===== src/rtl/llsc_pkg.sv =====
package llsc_pkg;
  typedef enum logic [1:0] {
    KIND_LOAD  = 2'b00,
    KIND_LINK  = 2'b01,
    KIND_STORE = 2'b10,
    KIND_COND  = 2'b11
  } req_kind_e;
endpackage


===== src/rtl/llsc_slot.sv =====
// One reservation entry: granule tag, owning context, age rank.
module llsc_slot #(
  parameter int TAGW  = 28,
  parameter int CPUW  = 2,
  parameter int TIDW  = 2,
  parameter int RANKW = 3
) (
  input  logic             clk,
  input  logic             rst,
  input  logic [TAGW-1:0]  key_tag,
  input  logic [CPUW-1:0]  key_cpu,
  input  logic [TIDW-1:0]  key_tid,
  input  logic             set_i,
  input  logic             kill_i,
  input  logic [RANKW-1:0] rank_d,
  output logic             vld_o,
  output logic             addr_hit_o,
  output logic             ctx_hit_o,
  output logic [RANKW-1:0] rank_o
);
  logic [TAGW-1:0] tag_q;
  logic [CPUW-1:0] cpu_q;
  logic [TIDW-1:0] tid_q;

  always_ff @(posedge clk) begin
    if (rst) begin
      vld_o  <= 1'b0;
      rank_o <= '0;
      tag_q  <= '0;
      cpu_q  <= '0;
      tid_q  <= '0;
    end else begin
      if (set_i) begin
        vld_o <= 1'b1;
        tag_q <= key_tag;
        cpu_q <= key_cpu;
        tid_q <= key_tid;
      end else if (kill_i) begin
        vld_o <= 1'b0;
      end
      rank_o <= rank_d;
    end
  end

  assign addr_hit_o = vld_o && (tag_q == key_tag);
  assign ctx_hit_o  = vld_o && (cpu_q == key_cpu) && (tid_q == key_tid);

  AST_SLOT_RECORDS: assert property (@(posedge clk) disable iff (rst)
    set_i |=> (vld_o && tag_q == $past(key_tag) && cpu_q == $past(key_cpu)
               && tid_q == $past(key_tid) && rank_o == '0));
endmodule


===== src/rtl/llsc_pick.sv =====
// Chooses the entry a load-linked writes: own entry, else lowest free, else oldest.
module llsc_pick #(
  parameter int NENT  = 8,
  parameter int RANKW = 3
) (
  input  logic             clk,
  input  logic             rst,
  input  logic [NENT-1:0]  vld,
  input  logic [NENT-1:0]  own,
  input  logic [RANKW-1:0] rank [NENT],
  output logic [NENT-1:0]  pick
);
  localparam logic [RANKW-1:0] OLDEST = RANKW'(NENT - 1);

  always_comb begin
    logic done;
    pick = '0;
    done = 1'b0;
    for (int i = 0; i < NENT; i++) begin
      if (!done && own[i]) begin
        pick[i] = 1'b1;
        done    = 1'b1;
      end
    end
    for (int i = 0; i < NENT; i++) begin
      if (!done && !vld[i]) begin
        pick[i] = 1'b1;
        done    = 1'b1;
      end
    end
    for (int i = 0; i < NENT; i++) begin
      if (!done && vld[i] && rank[i] == OLDEST) begin
        pick[i] = 1'b1;
        done    = 1'b1;
      end
    end
  end

  AST_PICK_ONEHOT: assert property (@(posedge clk) disable iff (rst)
    $onehot(pick));
  AST_OWN_REUSED: assert property (@(posedge clk) disable iff (rst)
    (own != '0) |-> ((pick & own) != '0));
endmodule


===== src/rtl/llsc_resv_monitor.sv =====
module llsc_resv_monitor #(
  parameter int AW         = 32,
  parameter int CPUW       = 2,
  parameter int TIDW       = 2,
  parameter int NENT       = 8,
  parameter int GRAN_BYTES = 16
) (
  input  logic            clk,
  input  logic            rst,
  input  logic            req_valid,
  input  logic [1:0]      req_kind,
  input  logic [AW-1:0]   req_addr,
  input  logic [CPUW-1:0] req_cpu,
  input  logic [TIDW-1:0] req_tid,
  output logic            wr_en,
  output logic            sc_result
);
  import llsc_pkg::*;

  localparam int GRANB = $clog2(GRAN_BYTES);
  localparam int TAGW  = AW - GRANB;
  localparam int RANKW = (NENT > 1) ? $clog2(NENT) : 1;

  logic [TAGW-1:0]  key_tag;
  logic             is_ll, is_st, is_sc, any_store, own_hit;
  logic [NENT-1:0]  vld, ahit, chit, pick, set_v, kill_v, young;
  logic [RANKW-1:0] rank_q [NENT];
  logic [RANKW-1:0] rank_d [NENT];
  logic [RANKW-1:0] pick_rank;
  logic             pick_vld;

  assign key_tag   = req_addr[AW-1:GRANB];
  assign is_ll     = req_valid && (req_kind == KIND_LINK);
  assign is_st     = req_valid && (req_kind == KIND_STORE);
  assign is_sc     = req_valid && (req_kind == KIND_COND);
  assign any_store = is_st || is_sc;
  assign own_hit   = |(ahit & chit);

  assign wr_en     = is_st || (is_sc && own_hit);
  assign sc_result = is_sc && own_hit;

  assign set_v  = is_ll ? pick : '0;
  assign kill_v = any_store ? ahit : '0;

  llsc_pick #(.NENT(NENT), .RANKW(RANKW)) u_pick (
    .clk(clk), .rst(rst), .vld(vld), .own(chit), .rank(rank_q), .pick(pick)
  );

  always_comb begin
    pick_rank = '0;
    for (int j = 0; j < NENT; j++) begin
      if (pick[j]) pick_rank = pick_rank | rank_q[j];
    end
  end
  assign pick_vld = |(pick & vld);

  for (genvar i = 0; i < NENT; i++) begin : g_slot
    always_comb begin
      logic [RANKW:0] older_gone;
      older_gone = '0;
      for (int j = 0; j < NENT; j++) begin
        if (kill_v[j] && rank_q[j] < rank_q[i]) older_gone = older_gone + (RANKW+1)'(1);
      end
      rank_d[i] = rank_q[i];
      if (is_ll) begin
        if (set_v[i]) rank_d[i] = '0;
        else if (vld[i] && (!pick_vld || rank_q[i] < pick_rank))
          rank_d[i] = rank_q[i] + RANKW'(1);
      end else if (any_store) begin
        rank_d[i] = rank_q[i] - older_gone[RANKW-1:0];
      end
    end

    llsc_slot #(.TAGW(TAGW), .CPUW(CPUW), .TIDW(TIDW), .RANKW(RANKW)) u_slot (
      .clk(clk), .rst(rst), .key_tag(key_tag), .key_cpu(req_cpu), .key_tid(req_tid),
      .set_i(set_v[i]), .kill_i(kill_v[i]), .rank_d(rank_d[i]),
      .vld_o(vld[i]), .addr_hit_o(ahit[i]), .ctx_hit_o(chit[i]), .rank_o(rank_q[i])
    );

    assign young[i] = vld[i] && (rank_q[i] == '0);

    AST_STORE_CLEARS: assert property (@(posedge clk) disable iff (rst)
      (any_store && ahit[i]) |=> !vld[i]);
  end

  AST_SC_EMPTY_FAILS: assert property (@(posedge clk) disable iff (rst)
    (is_sc && vld == '0) |-> (!wr_en && !sc_result));
  AST_PLAIN_STORE_WRITES: assert property (@(posedge clk) disable iff (rst)
    is_st |-> (wr_en && !sc_result));
  AST_SUCCESS_WRITES: assert property (@(posedge clk) disable iff (rst)
    sc_result |-> (wr_en && is_sc && vld != '0));
  AST_IDLE_KEEPS_TABLE: assert property (@(posedge clk) disable iff (rst)
    (!req_valid || req_kind == KIND_LOAD) |=> $stable(vld));
  AST_LOADS_NO_WRITE: assert property (@(posedge clk) disable iff (rst)
    (!req_valid || req_kind == KIND_LOAD || req_kind == KIND_LINK) |-> (!wr_en && !sc_result));
  AST_ONE_NEWEST: assert property (@(posedge clk) disable iff (rst)
    $onehot0(young));
  AST_RESET_EMPTIES: assert property (@(posedge clk)
    $past(rst) |-> (vld == '0));
endmodule


===== config.mk =====
export PLATFORM = sky130hd
export DESIGN_NAME = llsc_resv_monitor
export DESIGN_NICKNAME = d
export VERILOG_FILES = /design/src/rtl/llsc_pkg.sv /design/src/rtl/llsc_slot.sv /design/src/rtl/llsc_pick.sv /design/src/rtl/llsc_resv_monitor.sv
export SDC_FILE = /design/constraint.sdc
export NUM_CORES = 1
export LEC_CHECK = 0
export ABC_AREA = 0
export BUFFER_PORTS_ARGS = -buffer_cell sky130_fd_sc_hd__buf_2
export CAP_MARGIN = 20
export CORE_AREA = 2 2 190 192
export CTS_CLUSTER_DIAMETER = 50
export CTS_CLUSTER_SIZE = 10
export DETAILED_ROUTE_END_ITERATION = 8
export DIE_AREA = 0 0 192 194
export PLACE_DENSITY = 0.73
export SLEW_MARGIN = 0
export SYNTH_ARGS = -nofsm -noshare
export SYNTH_HDL_FRONTEND = slang
export SYNTH_HIERARCHICAL = 1
export SYNTH_SLANG_ARGS = --single-unit

===== constraint.sdc =====
create_clock -name clk -period 13 [get_ports clk]
set_input_delay 0.65 -clock clk [delete_from_list [all_inputs] [get_ports clk]]
set_output_delay 0.65 -clock clk [all_outputs]
set_load 0.02 [all_outputs]

Word-level counts from Yosys, hierarchy flattened
Index checks and enable logic that the tools add are counted.
{"block": "classes", "order_cmp": 72, "n_bitwise": 9, "n_addsub": 72, "reduce_logical": 192, "mux": 168, "eq_ne": 43}
{"op": "$mux 3", "count": 96}
{"op": "$eq 28x28->1", "count": 8}
{"op": "$lt 3x3->1", "count": 72}
{"op": "$add 3x1->3 const B", "count": 56}
{"op": "$logic_and 1x1->1", "count": 131}
{"op": "$mux 1", "count": 70}
{"op": "$eq 2x2->1", "count": 16}
{"op": "$logic_not 1->1", "count": 32}
{"op": "$eq 3x3->1 const B", "count": 8}
{"op": "$ne 3x1->1 const B", "count": 8}
{"op": "$sub 3x3->3", "count": 8}
{"op": "$or 3x3->3", "count": 7}
{"op": "$reduce_bool 2->1", "count": 9}
{"op": "$add 1x1->2 const B", "count": 8}
{"op": "$and 8x8->8", "count": 2}
{"op": "$mux 8", "count": 2}
{"op": "$reduce_and 2->1", "count": 8}
{"op": "$reduce_or 8->1", "count": 2}
{"op": "$logic_or 1x1->1", "count": 10}
{"op": "$eq 2x2->1 const B", "count": 2}
{"op": "$eq 2x1->1 const B", "count": 1}
{"block": "totals", "ff_bits": 288, "out_inout_bits": 2, "word_cells": 596}

Depth between registers and ports, before layout
Gate-level depths: netlist of the first run.
{"block": "depth", "ltp_word": 89, "mapped_depth": 28}

Hierarchy
Netlist of the first run, hierarchy kept.
{"module": "llsc_slot", "n_inst": 8, "cells_each": 158, "area_per_inst_um2": 1591.5}
{"module": "llsc_resv_monitor", "n_inst": 1, "cells_each": 869, "area_per_inst_um2": 6740.2}
{"module": "llsc_pick", "n_inst": 1, "cells_each": 59, "area_per_inst_um2": 375.4}

Least setup slack after synthesis of the first run
Ideal clock, no wire load.
{"block": "synth_timing", "path_kind": "input port to flip-flop", "startpoint": "input port req_addr[27]", "endpoint": "register g_slot[0].u_slot.rank_o[2]", "cell_stages": 26, "setup_slack_ps": 6961, "arrival_time_ps": 5913, "required_time_ps": 12874, "cell_sequence": "xor2_1 > nor4_1 > nand3_1 > nor4_2 > nand2_2 > buf_6 > a311o_1 > inv_1 > ha_1 > xor2_1 > inv_1 > ha_1 > o211ai_1 > o31ai_1 > ha_1 > mux2_2 > ha_1 > mux2_2 > ha_1 > mux2_2 > fa_1 > xor2_1 > xnor3_1 > a32oi_1 > o211ai_1 > nor2b_1"}
{"item": "start: declaration", "line_no": "llsc_resv_monitor.sv:12", "source": "input logic [AW-1:0] req_addr,"}
{"item": "end signal: assignment", "line_no": "llsc_slot.sv:41", "source": "rank_o <= rank_d;"}
{"item": "end: declaration", "line_no": "llsc_slot.sv:19", "source": "output logic [RANKW-1:0] rank_o"}

==> results of run 1 <==
-- where the power goes --
| group | total, µW | internal [µW] | switching [µW] |
|---|---|---|---|
| logic | 116 | 37.4 | 78.3 |
| clock network | 925 | 557 | 367 |
| registers | 891 | 888 | 3.46 |
-- through the flow --
step                      hold WS (ns)  total power [µW]  area (µm²)
after CTS                        0.515              1950       21400
final                            0.512              1930       21500
after floorplan                  0.481               974       19800
after global routing             0.529              2000       21500
after detailed placement         0.502              1020       20300
after global placement           0.493              1020       20300
-- tightest hold or removal path, delay by kind of cell (launching register included) --
kind | cells | cell delay [ns]
AND/OR/NAND/NOR | 1 | 0.07
multiplexers | 1 | 0.07
flip-flops | 1 | 0.33
-- cell families after synthesis --
group,Yosys count,synth area share
xor+xnor,346,0.167
mux,291,0.148
simple gates,701,0.172
buf+inv,180,0.0398
flops,288,0.290
compound gates,214,0.0719
fa+ha+maj,172,0.111
-- final cells by class --
class	count	area, µm²	area share
clock inverters	7	73.8	0.00344
inverters	101	379	0.0177
repair buffers	57	382	0.0178
well taps	461	577	0.0269
flip-flops and latches	288	5770	0.268
multi-input cells	1724	13300	0.620
clock buffers	40	990	0.0461
-- state kept, by name, summed over array words and instances, names as in the netlist --
signal / count
g_slot.u_slot/rank_o: 24
g_slot.u_slot/tid_q: 16
g_slot.u_slot/tag_q: 224
g_slot.u_slot/cpu_q: 16
g_slot.u_slot/vld_o: 8
-- final timing paths --
kind                                           start                                       to  slack (ns)  cells past startpoint
max                                     req_addr[27]    g_slot[1].u_slot/rank_o[2]$_SDFF_PP0_        5.56                     25
max reg2reg  g_slot[3].u_slot/tag_q[23]$_SDFFE_PP0P_    g_slot[1].u_slot/rank_o[2]$_SDFF_PP0_        5.64                     24
min          g_slot[1].u_slot/tag_q[25]$_SDFFE_PP0P_  g_slot[1].u_slot/tag_q[25]$_SDFFE_PP0P_        0.51                      2
min reg2reg  g_slot[1].u_slot/tag_q[25]$_SDFFE_PP0P_  g_slot[1].u_slot/tag_q[25]$_SDFFE_PP0P_        0.51                      2
-- metal layers --
metal | vias up | part of all wire
met1 | 7522 | 0.42
met5 | - | 0
met4 | 0 | 0.043
met2 | 413 | 0.49
li1 | 7646 | -
met3 | 135 | 0.045
-- cell usage in the layout, fill, tap and decap left out, types with 11 or more instances in the layout --
| cell type | instances |
|---|---|
| and2_1 | 14 |
| xor2_1 | 209 |
| mux2i_1 | 277 |
| nand2_1 | 87 |
| a21oi_1 | 57 |
| clkbuf_16 | 39 |
| a22oi_1 | 20 |
| mux2_2 | 14 |
| inv_1 | 99 |
| and3_1 | 14 |
| xnor2_1 | 113 |
| nor4_1 | 45 |
| buf_4 | 14 |
| dfxtp_1 | 288 |
| nand4_1 | 46 |
| nor2b_1 | 46 |
| o211ai_1 | 11 |
| o21ai_0 | 41 |
| nor2_1 | 315 |
| buf_2 | 38 |
| ha_1 | 164 |
| nand3_1 | 61 |
| xnor3_1 | 14 |
| nor3_1 | 17 |
==> run_summary.xml, run 1 <==
<?xml version="1.0" encoding="UTF-8"?>
<metrics>
  <group name="placement">
    <metric name="place_worst_setup_slack" unit="ns">5.05</metric>
    <metric name="place_inst" unit="">2626</metric>
    <metric name="detailed_place_hpwl" unit="mm">34.9</metric>
    <metric name="gp_congestion" unit="">0.931</metric>
    <metric name="port-buffer-count" unit="">38</metric>
  </group>
  <group name="logic_synthesis">
    <metric name="synth_top_area_frac" unit="">0.290</metric>
    <metric name="yosys_most_used_dff" unit="">dfxtp_1</metric>
    <metric name="synth_async_sr_flop_share" unit="">0</metric>
    <metric name="most_numerous_cell_types_in_the_synthesized_netlist" unit="">nor2_1 (315), dfxtp_1 (288), mux2i_1 (277)</metric>
    <metric name="synth.distinct_cells" unit="">71</metric>
    <metric name="yosys-top-cells-area" unit="">dfxtp_1 (29%), mux2i_1 (14%), ha_1 (10%)</metric>
    <metric name="syn_nets" unit="">2405</metric>
    <metric name="synth-seq-cells" unit="">288</metric>
    <metric name="synth_cells" unit="">2192</metric>
    <metric name="post_synth_instance_area" unit="µm²">19800</metric>
    <metric name="syn_avg_cell_area" unit="µm²">9.05</metric>
    <metric name="yosysSeqAreaShare" unit="">0.290</metric>
    <metric name="yosys_warnings" unit="">6</metric>
    <metric name="most_common_cell_in_the_netlist" unit="">nor2_1</metric>
    <metric name="synth_edf_count" unit="">0</metric>
    <metric name="yosysTopAreaCell" unit="">dfxtp_1</metric>
  </group>
  <group name="sta">
    <metric name="hold_viol_final" unit="">0</metric>
    <metric name="maxClockFrequency" unit="MHz">134</metric>
    <metric name="slew_violations" unit="">0</metric>
    <metric name="final.setup_skew" unit="ns">0.0266</metric>
    <metric name="max_slew_margin" unit="">0.225</metric>
    <metric name="totalNegativeSetupSlack" unit="ns">0</metric>
    <metric name="worst_pin_slew" unit="ns">1.16</metric>
    <metric name="rsz0062_at_grt" unit="">false</metric>
    <metric name="post_layout_min_period" unit="ns">7.44</metric>
    <metric name="finalSetupViolCount" unit="">0</metric>
    <metric name="final_critical_path_setup_slack" unit="ns">5.56</metric>
    <metric name="ratio_of_final_minimum_period_to_clock_period" unit="">0.573</metric>
  </group>
  <group name="floorplanning">
    <metric name="ios" unit="">43</metric>
    <metric name="die_width" unit="µm">192</metric>
    <metric name="chipHeight" unit="µm">194</metric>
    <metric name="core.rowCount" unit="">69</metric>
    <metric name="core_region_area" unit="µm²">35200</metric>
    <metric name="start_util" unit="">0.563</metric>
    <metric name="die_area" unit="µm²">37200</metric>
  </group>
  <group name="pwr">
    <metric name="powerDensity" unit="nW/µm²">89.9</metric>
    <metric name="cellLeakagePower" unit="µW">0.00868</metric>
    <metric name="ir_drop" unit="mV">0.114</metric>
  </group>
  <group name="worst_setup_path">
    <metric name="path_delay_family" unit="">simple AND/OR/NAND/NOR gates</metric>
    <metric name="cpPeakStageDelay" unit="ns">0.76</metric>
    <metric name="cp-end-kind" unit="">flip-flop</metric>
    <metric name="worstPathBufferInverterCount" unit="">2</metric>
    <metric name="worstPathMaxFanout" unit="">16</metric>
    <metric name="crit_path_start_kind" unit="">input pin</metric>
    <metric name="critical_path.most_common_cell" unit="">ha_1</metric>
    <metric name="worst-endpoint-arrival" unit="ns">7.81</metric>
    <metric name="worst_path_max_delay_cell" unit="">nor4_2</metric>
    <metric name="cp.required" unit="ns">13.36</metric>
    <metric name="critical_path_class" unit="">in2reg</metric>
  </group>
  <group name="final_layout">
    <metric name="final_layout_size_suffix_gt1_frac" unit="">0.0740</metric>
    <metric name="finalNonFillerCells" unit="">2678</metric>
    <metric name="final.fill_count" unit="">2996</metric>
    <metric name="area.growth.synth_to_final" unit="%">8.20</metric>
    <metric name="num_antenna_cells" unit="">0</metric>
    <metric name="nNetsFinal" unit="">2422</metric>
    <metric name="finish.utilization" unit="">0.610</metric>
  </group>
  <group name="clocking">
    <metric name="cts.repair_timing.setup_buffer_count" unit="">0</metric>
    <metric name="clk_pin_slew" unit="ns">0.05</metric>
    <metric name="clock_tree.htree_level_count" unit="">2</metric>
    <metric name="clock_tree.buffer_depth" unit="">3</metric>
    <metric name="root_buffer" unit="">clkbuf_16</metric>
    <metric name="cts_hold_repair.buffers" unit="">0</metric>
    <metric name="cts-buffers-inserted" unit="">37</metric>
    <metric name="cells_resized_by_post_cts_repair" unit="">0</metric>
    <metric name="clock_sink_count" unit="">288</metric>
    <metric name="cts_tree" unit="">built</metric>
    <metric name="insertion_delay" unit="ns">0.54</metric>
  </group>
  <group name="grt">
    <metric name="first_pass_grt_wire_length" unit="mm">80.5</metric>
    <metric name="global_route.overflow_total" unit="">0</metric>
    <metric name="grt.met2_usage" unit="">0.467</metric>
    <metric name="gr-usage-all-layers" unit="">0.269</metric>
    <metric name="number_of_antenna_violations_at_the_first_check_in_global_routing" unit="">0</metric>
    <metric name="grt_max_degree" unit="">108</metric>
    <metric name="grtUsageMet3" unit="">0.0320</metric>
    <metric name="busiest_layer" unit="">met2</metric>
    <metric name="use_met1" unit="">0.331</metric>
    <metric name="first_global_vias" unit="">15400</metric>
  </group>
  <group name="drt">
    <metric name="routed_wl" unit="mm">50.5</metric>
    <metric name="number_of_nets_still_failing_antenna_checks_after_routing" unit="">0</metric>
    <metric name="initialDrtViolationCount" unit="">1016</metric>
    <metric name="post_drt_wl_per_cell" unit="µm">18.8</metric>
    <metric name="detail_route.vias_per_cell" unit="">5.87</metric>
    <metric name="drt_first_pass_iters" unit="">5</metric>
    <metric name="remaining_drc_errors" unit="">0</metric>
    <metric name="routed-via-count" unit="">15700</metric>
  </group>
  <group name="outcome">
    <metric name="outcome" unit="">complete, no violations</metric>
  </group>
  <group name="run">
    <metric name="max_cap_violations" unit="">0</metric>
  </group>
  <group name="min_path">
    <metric name="min-delay-path-class" unit="">reg2reg</metric>
  </group>
</metrics>
No activity file was read; power rests on OpenSTA's default activity.
==> run 2, diff against run 1 <==
--- a/config.mk
+++ b/config.mk
@@ -5,14 +5,14 @@
 export SDC_FILE = /design/constraint.sdc
 export NUM_CORES = 1
 export LEC_CHECK = 0
-export ABC_AREA = 0
+export ABC_AREA = 1
 export BUFFER_PORTS_ARGS = -buffer_cell sky130_fd_sc_hd__buf_2
 export CAP_MARGIN = 20
-export CORE_AREA = 2 2 190 192
+export CORE_AREA = 2 2 205 207
 export CTS_CLUSTER_DIAMETER = 50
 export CTS_CLUSTER_SIZE = 10
 export DETAILED_ROUTE_END_ITERATION = 8
-export DIE_AREA = 0 0 192 194
+export DIE_AREA = 0 0 207 209
 export PLACE_DENSITY = 0.73
 export SLEW_MARGIN = 0
 export SYNTH_ARGS = -nofsm -noshare
==> constraint.sdc (replaced) <==
create_clock -name clk -period 6.9 [get_ports clk]
set_input_delay 0.345 -clock clk [delete_from_list [all_inputs] [get_ports clk]]
set_output_delay 0.345 -clock clk [all_outputs]
set_load 0.02 [all_outputs]
==> run_summary.xml, run 2 <==
<?xml version="1.0" encoding="UTF-8"?>
<metrics>
  <group name="logic_synthesis">
    <metric name="post_synth_and_or_nand_nor_area_fraction" unit="">0.347</metric>
    <metric name="synthAdderAreaFrac" unit="">0.0956</metric>
    <metric name="synth-compound-area-share" unit="">0.159</metric>
    <metric name="synth.distinct_cells" unit="">51</metric>
    <metric name="most_common_cell_in_the_netlist" unit="">nand2_1</metric>
    <metric name="synth_top_family_by_area" unit="">simple AND/OR/NAND/NOR gates</metric>
    <metric name="synth-seq-cells" unit="">288</metric>
    <metric name="yosysSeqAreaShare" unit="">0.249</metric>
    <metric name="yosys-top-cells-area" unit="">dfxtp_1 (25%), nand2_1 (17%), inv_1 (9.8%)</metric>
    <metric name="synth_edf_count" unit="">0</metric>
    <metric name="yosys_most_used_dff" unit="">dfxtp_1</metric>
    <metric name="yosys_warnings" unit="">6</metric>
    <metric name="synthMuxAreaShare" unit="">0</metric>
    <metric name="synth_top_area_frac" unit="">0.249</metric>
    <metric name="synth_cells" unit="">3601</metric>
    <metric name="post_synth_xor_area_fraction" unit="">0.0157</metric>
    <metric name="syn_avg_cell_area" unit="µm²">6.43</metric>
    <metric name="yosysTopAreaCell" unit="">dfxtp_1</metric>
    <metric name="post_synth_instance_area" unit="µm²">23100</metric>
    <metric name="synth_async_sr_flop_share" unit="">0</metric>
    <metric name="most_numerous_cell_types_in_the_synthesized_netlist" unit="">nand2_1 (1,060), inv_1 (605), nor2_1 (545)</metric>
    <metric name="syn_nets" unit="">3814</metric>
  </group>
  <group name="final_layout">
    <metric name="largest_regs" unit="">g_slot.u_slot/tag_q: 224 flops, g_slot.u_slot/rank_o: 24 flops</metric>
    <metric name="final.fill_count" unit="">4005</metric>
    <metric name="layout.cells.most_common_list" unit="">nand2_1 (1,060), inv_1 (605), nor2_1 (537), dfxtp_1 (288), nand3_1 (194)</metric>
    <metric name="finalNonFillerCells" unit="">4187</metric>
    <metric name="area.growth.synth_to_final" unit="%">7.34</metric>
    <metric name="nNetsFinal" unit="">3840</metric>
    <metric name="final_layout_size_suffix_gt1_frac" unit="">0.110</metric>
    <metric name="mostFrequentLayoutCell" unit="">nand2_1</metric>
    <metric name="registers.top_by_ff_count" unit="">g_slot.u_slot/tag_q</metric>
    <metric name="max_reg_flops" unit="">224</metric>
  </group>
  <group name="worst_setup_path">
    <metric name="rr_worst_depth" unit="">41</metric>
    <metric name="worstPathMaxFanout" unit="">7</metric>
    <metric name="critical_path.most_common_cell" unit="">nand2_1</metric>
    <metric name="worst_path_max_delay_cell" unit="">fa_1</metric>
    <metric name="cp.required" unit="ns">7.33</metric>
    <metric name="crit_path_start_kind" unit="">flip-flop</metric>
    <metric name="critical_path.reg2reg.startpoint" unit="">g_slot[0].u_slot/tag_q[18]$_SDFFE_PP0P_</metric>
    <metric name="timing.critical_path.to" unit="">g_slot[2].u_slot/rank_o[2]$_SDFF_PP0_</metric>
    <metric name="setup.worst_path.start" unit="">g_slot[0].u_slot/tag_q[18]$_SDFFE_PP0P_</metric>
    <metric name="critical_path_class" unit="">reg2reg</metric>
    <metric name="critical_path.reg2reg.endpoint" unit="">g_slot[2].u_slot/rank_o[2]$_SDFF_PP0_</metric>
    <metric name="worst-endpoint-arrival" unit="ns">6.44</metric>
    <metric name="cpPeakStageDelay" unit="ns">0.42</metric>
    <metric name="timing.reg2reg.setup_slack" unit="ns">0.89</metric>
    <metric name="cp-end-kind" unit="">flip-flop</metric>
  </group>
  <group name="clocking">
    <metric name="cells_resized_by_post_cts_repair" unit="">0</metric>
    <metric name="cts-buffers-inserted" unit="">40</metric>
    <metric name="insertion_delay" unit="ns">0.59</metric>
    <metric name="clk_pin_slew" unit="ns">0.06</metric>
    <metric name="clock_sink_count" unit="">288</metric>
    <metric name="root_buffer" unit="">clkbuf_16</metric>
    <metric name="clock_tree.htree_level_count" unit="">2</metric>
    <metric name="clock_tree.buffer_depth" unit="">3</metric>
    <metric name="cts_tree" unit="">built</metric>
    <metric name="cts_hold_repair.buffers" unit="">0</metric>
    <metric name="cts.repair_timing.setup_buffer_count" unit="">0</metric>
  </group>
  <group name="grt">
    <metric name="busiest_layer" unit="">met2</metric>
    <metric name="number_of_antenna_violations_at_the_first_check_in_global_routing" unit="">4</metric>
    <metric name="first_pass_grt_wire_length" unit="mm">103</metric>
    <metric name="global_route.overflow_total" unit="">0</metric>
    <metric name="first_global_vias" unit="">19900</metric>
    <metric name="grt_max_degree" unit="">172</metric>
    <metric name="gr-usage-all-layers" unit="">0.296</metric>
    <metric name="use_met1" unit="">0.368</metric>
    <metric name="grt.met2_usage" unit="">0.499</metric>
    <metric name="grtUsageMet3" unit="">0.0385</metric>
  </group>
  <group name="drt">
    <metric name="number_of_nets_still_failing_antenna_checks_after_routing" unit="">0</metric>
    <metric name="drt_first_pass_iters" unit="">6</metric>
    <metric name="detail_route.vias_per_cell" unit="">5.22</metric>
    <metric name="routed-via-count" unit="">21900</metric>
    <metric name="post_drt_wl_per_cell" unit="µm">15.4</metric>
    <metric name="remaining_drc_errors" unit="">0</metric>
    <metric name="routed_wl" unit="mm">64.5</metric>
    <metric name="initialDrtViolationCount" unit="">1604</metric>
  </group>
  <group name="sta">
    <metric name="final.setup_skew" unit="ns">0.0232</metric>
    <metric name="hold_viol_final" unit="">0</metric>
    <metric name="final_critical_path_setup_slack" unit="ns">0.886</metric>
    <metric name="post_layout_min_period" unit="ns">6.01</metric>
    <metric name="finalSetupViolCount" unit="">0</metric>
    <metric name="worst_pin_slew" unit="ns">1.10</metric>
    <metric name="rsz0062_at_grt" unit="">false</metric>
    <metric name="maxClockFrequency" unit="MHz">166</metric>
    <metric name="max_slew_margin" unit="">0.265</metric>
    <metric name="totalNegativeSetupSlack" unit="ns">0</metric>
    <metric name="slew_violations" unit="">0</metric>
    <metric name="ratio_of_final_minimum_period_to_clock_period" unit="">0.872</metric>
  </group>
  <group name="min_path">
    <metric name="min-delay-path-class" unit="">in2reg</metric>
  </group>
  <group name="placement">
    <metric name="place_worst_setup_slack" unit="ns">0.595</metric>
    <metric name="detailed_place_hpwl" unit="mm">45.1</metric>
    <metric name="port-buffer-count" unit="">38</metric>
    <metric name="gp_congestion" unit="">0.901</metric>
    <metric name="place_inst" unit="">4124</metric>
  </group>
  <group name="outcome">
    <metric name="outcome" unit="">complete, no violations</metric>
  </group>
  <group name="floorplanning">
    <metric name="die_width" unit="µm">207</metric>
    <metric name="die_area" unit="µm²">43300</metric>
    <metric name="core.rowCount" unit="">75</metric>
    <metric name="ios" unit="">43</metric>
    <metric name="core_region_area" unit="µm²">41300</metric>
    <metric name="chipHeight" unit="µm">209</metric>
    <metric name="start_util" unit="">0.561</metric>
  </group>
  <group name="pwr">
    <metric name="cellLeakagePower" unit="µW">0.0119</metric>
    <metric name="finalPower" unit="µW">4190</metric>
    <metric name="ir_drop" unit="mV">0.246</metric>
    <metric name="powerDensity" unit="nW/µm²">169</metric>
  </group>
  <group name="run">
    <metric name="max_cap_violations" unit="">0</metric>
  </group>
</metrics>
==> run 2: cell types whose count changed after synthesis, moves of 96 or more <==
| cell | previous run | this run |
|---|---|---|
| a211oi_1 | 1 | 97 |
| a211oi_2 | 0 | 120 |
| inv_1 | 99 | 605 |
| mux2i_1 | 277 | 0 |
| nand2_1 | 87 | 1060 |
| nand3_1 | 61 | 194 |
| nor2_1 | 315 | 545 |
| xor2_1 | 209 | 11 |
==> run 2: how the worst min path moves through the flow <==
stage,start,end,cells past startpoint
after floorplan,g_slot[0].u_slot/cpu_q[1]$_SDFFE_PP0P_,g_slot[0].u_slot/cpu_q[1]$_SDFFE_PP0P_,2
after global placement,g_slot[6].u_slot/cpu_q[0]$_SDFFE_PP0P_,g_slot[6].u_slot/cpu_q[0]$_SDFFE_PP0P_,2
after detailed placement,g_slot[1].u_slot/tag_q[14]$_SDFFE_PP0P_,g_slot[1].u_slot/tag_q[14]$_SDFFE_PP0P_,2
after CTS,req_addr[27],g_slot[3].u_slot/tag_q[23]$_SDFFE_PP0P_,3
after global routing,req_addr[5],g_slot[3].u_slot/tag_q[1]$_SDFFE_PP0P_,3
final,req_addr[5],g_slot[2].u_slot/tag_q[1]$_SDFFE_PP0P_,3
==> run 2: cell type report <==
| cell class | count | area (µm²) | area share |
|---|---|---|---|
| multi-input cells | 2605 | 14400 | 0.578 |
| flip-flops and latches | 288 | 5770 | 0.232 |
| well taps | 539 | 674 | 0.0271 |
| inverters | 616 | 2320 | 0.0934 |
| repair buffers | 76 | 498 | 0.0200 |
| diodes | 4 | 10.0 | 0.000403 |
| clock inverters | 12 | 163 | 0.00655 |
| clock buffers | 47 | 1060 | 0.0426 |
==> run 2: power breakdown <==
part	switching, µW	internal (µW)
registers	22.6	1680
logic	370	164
clock network	811	1140
==> run 2: cells by family after synthesis <==
logic type                 after synthesis
and+or+nand+nor                       1942
AOI/OAI and AO/OA                      456
DFF                                    288
adders and majority gates              172
buffers and inverters                  708
xor gates and xnor gates                35
==> run 2: through the flow <==
stage	instance area [µm²]	hold slack [ns]	utilization
finish	24800	0.138	0.602
global route	24800	0.135	0.602
CTS	24800	0.122	0.601
detailed placement	23600	0.472	0.572
global placement	23600	0.471	0.572
floorplan	23100	0.454	-
==> run 2: critical path, delay by kind of cell (launching register included) <==
family / cells / cell delay, ns
flip-flops: 1 / 0.38
buffers and inverters: 8 / 0.63
adder cells (fa/ha/maj): 6 / 1.74
AO/OA/AOI/OAI: 2 / 0.33
AND/OR/NAND/NOR: 25 / 2.78
==> run 2: routing by layer <==
layer / part of all wire / wire (µm)
met1: 0.44 / 28200
met2: 0.46 / 29500
met3: 0.052 / 3350
met4: 0.054 / 3480
met5: 0 / 0
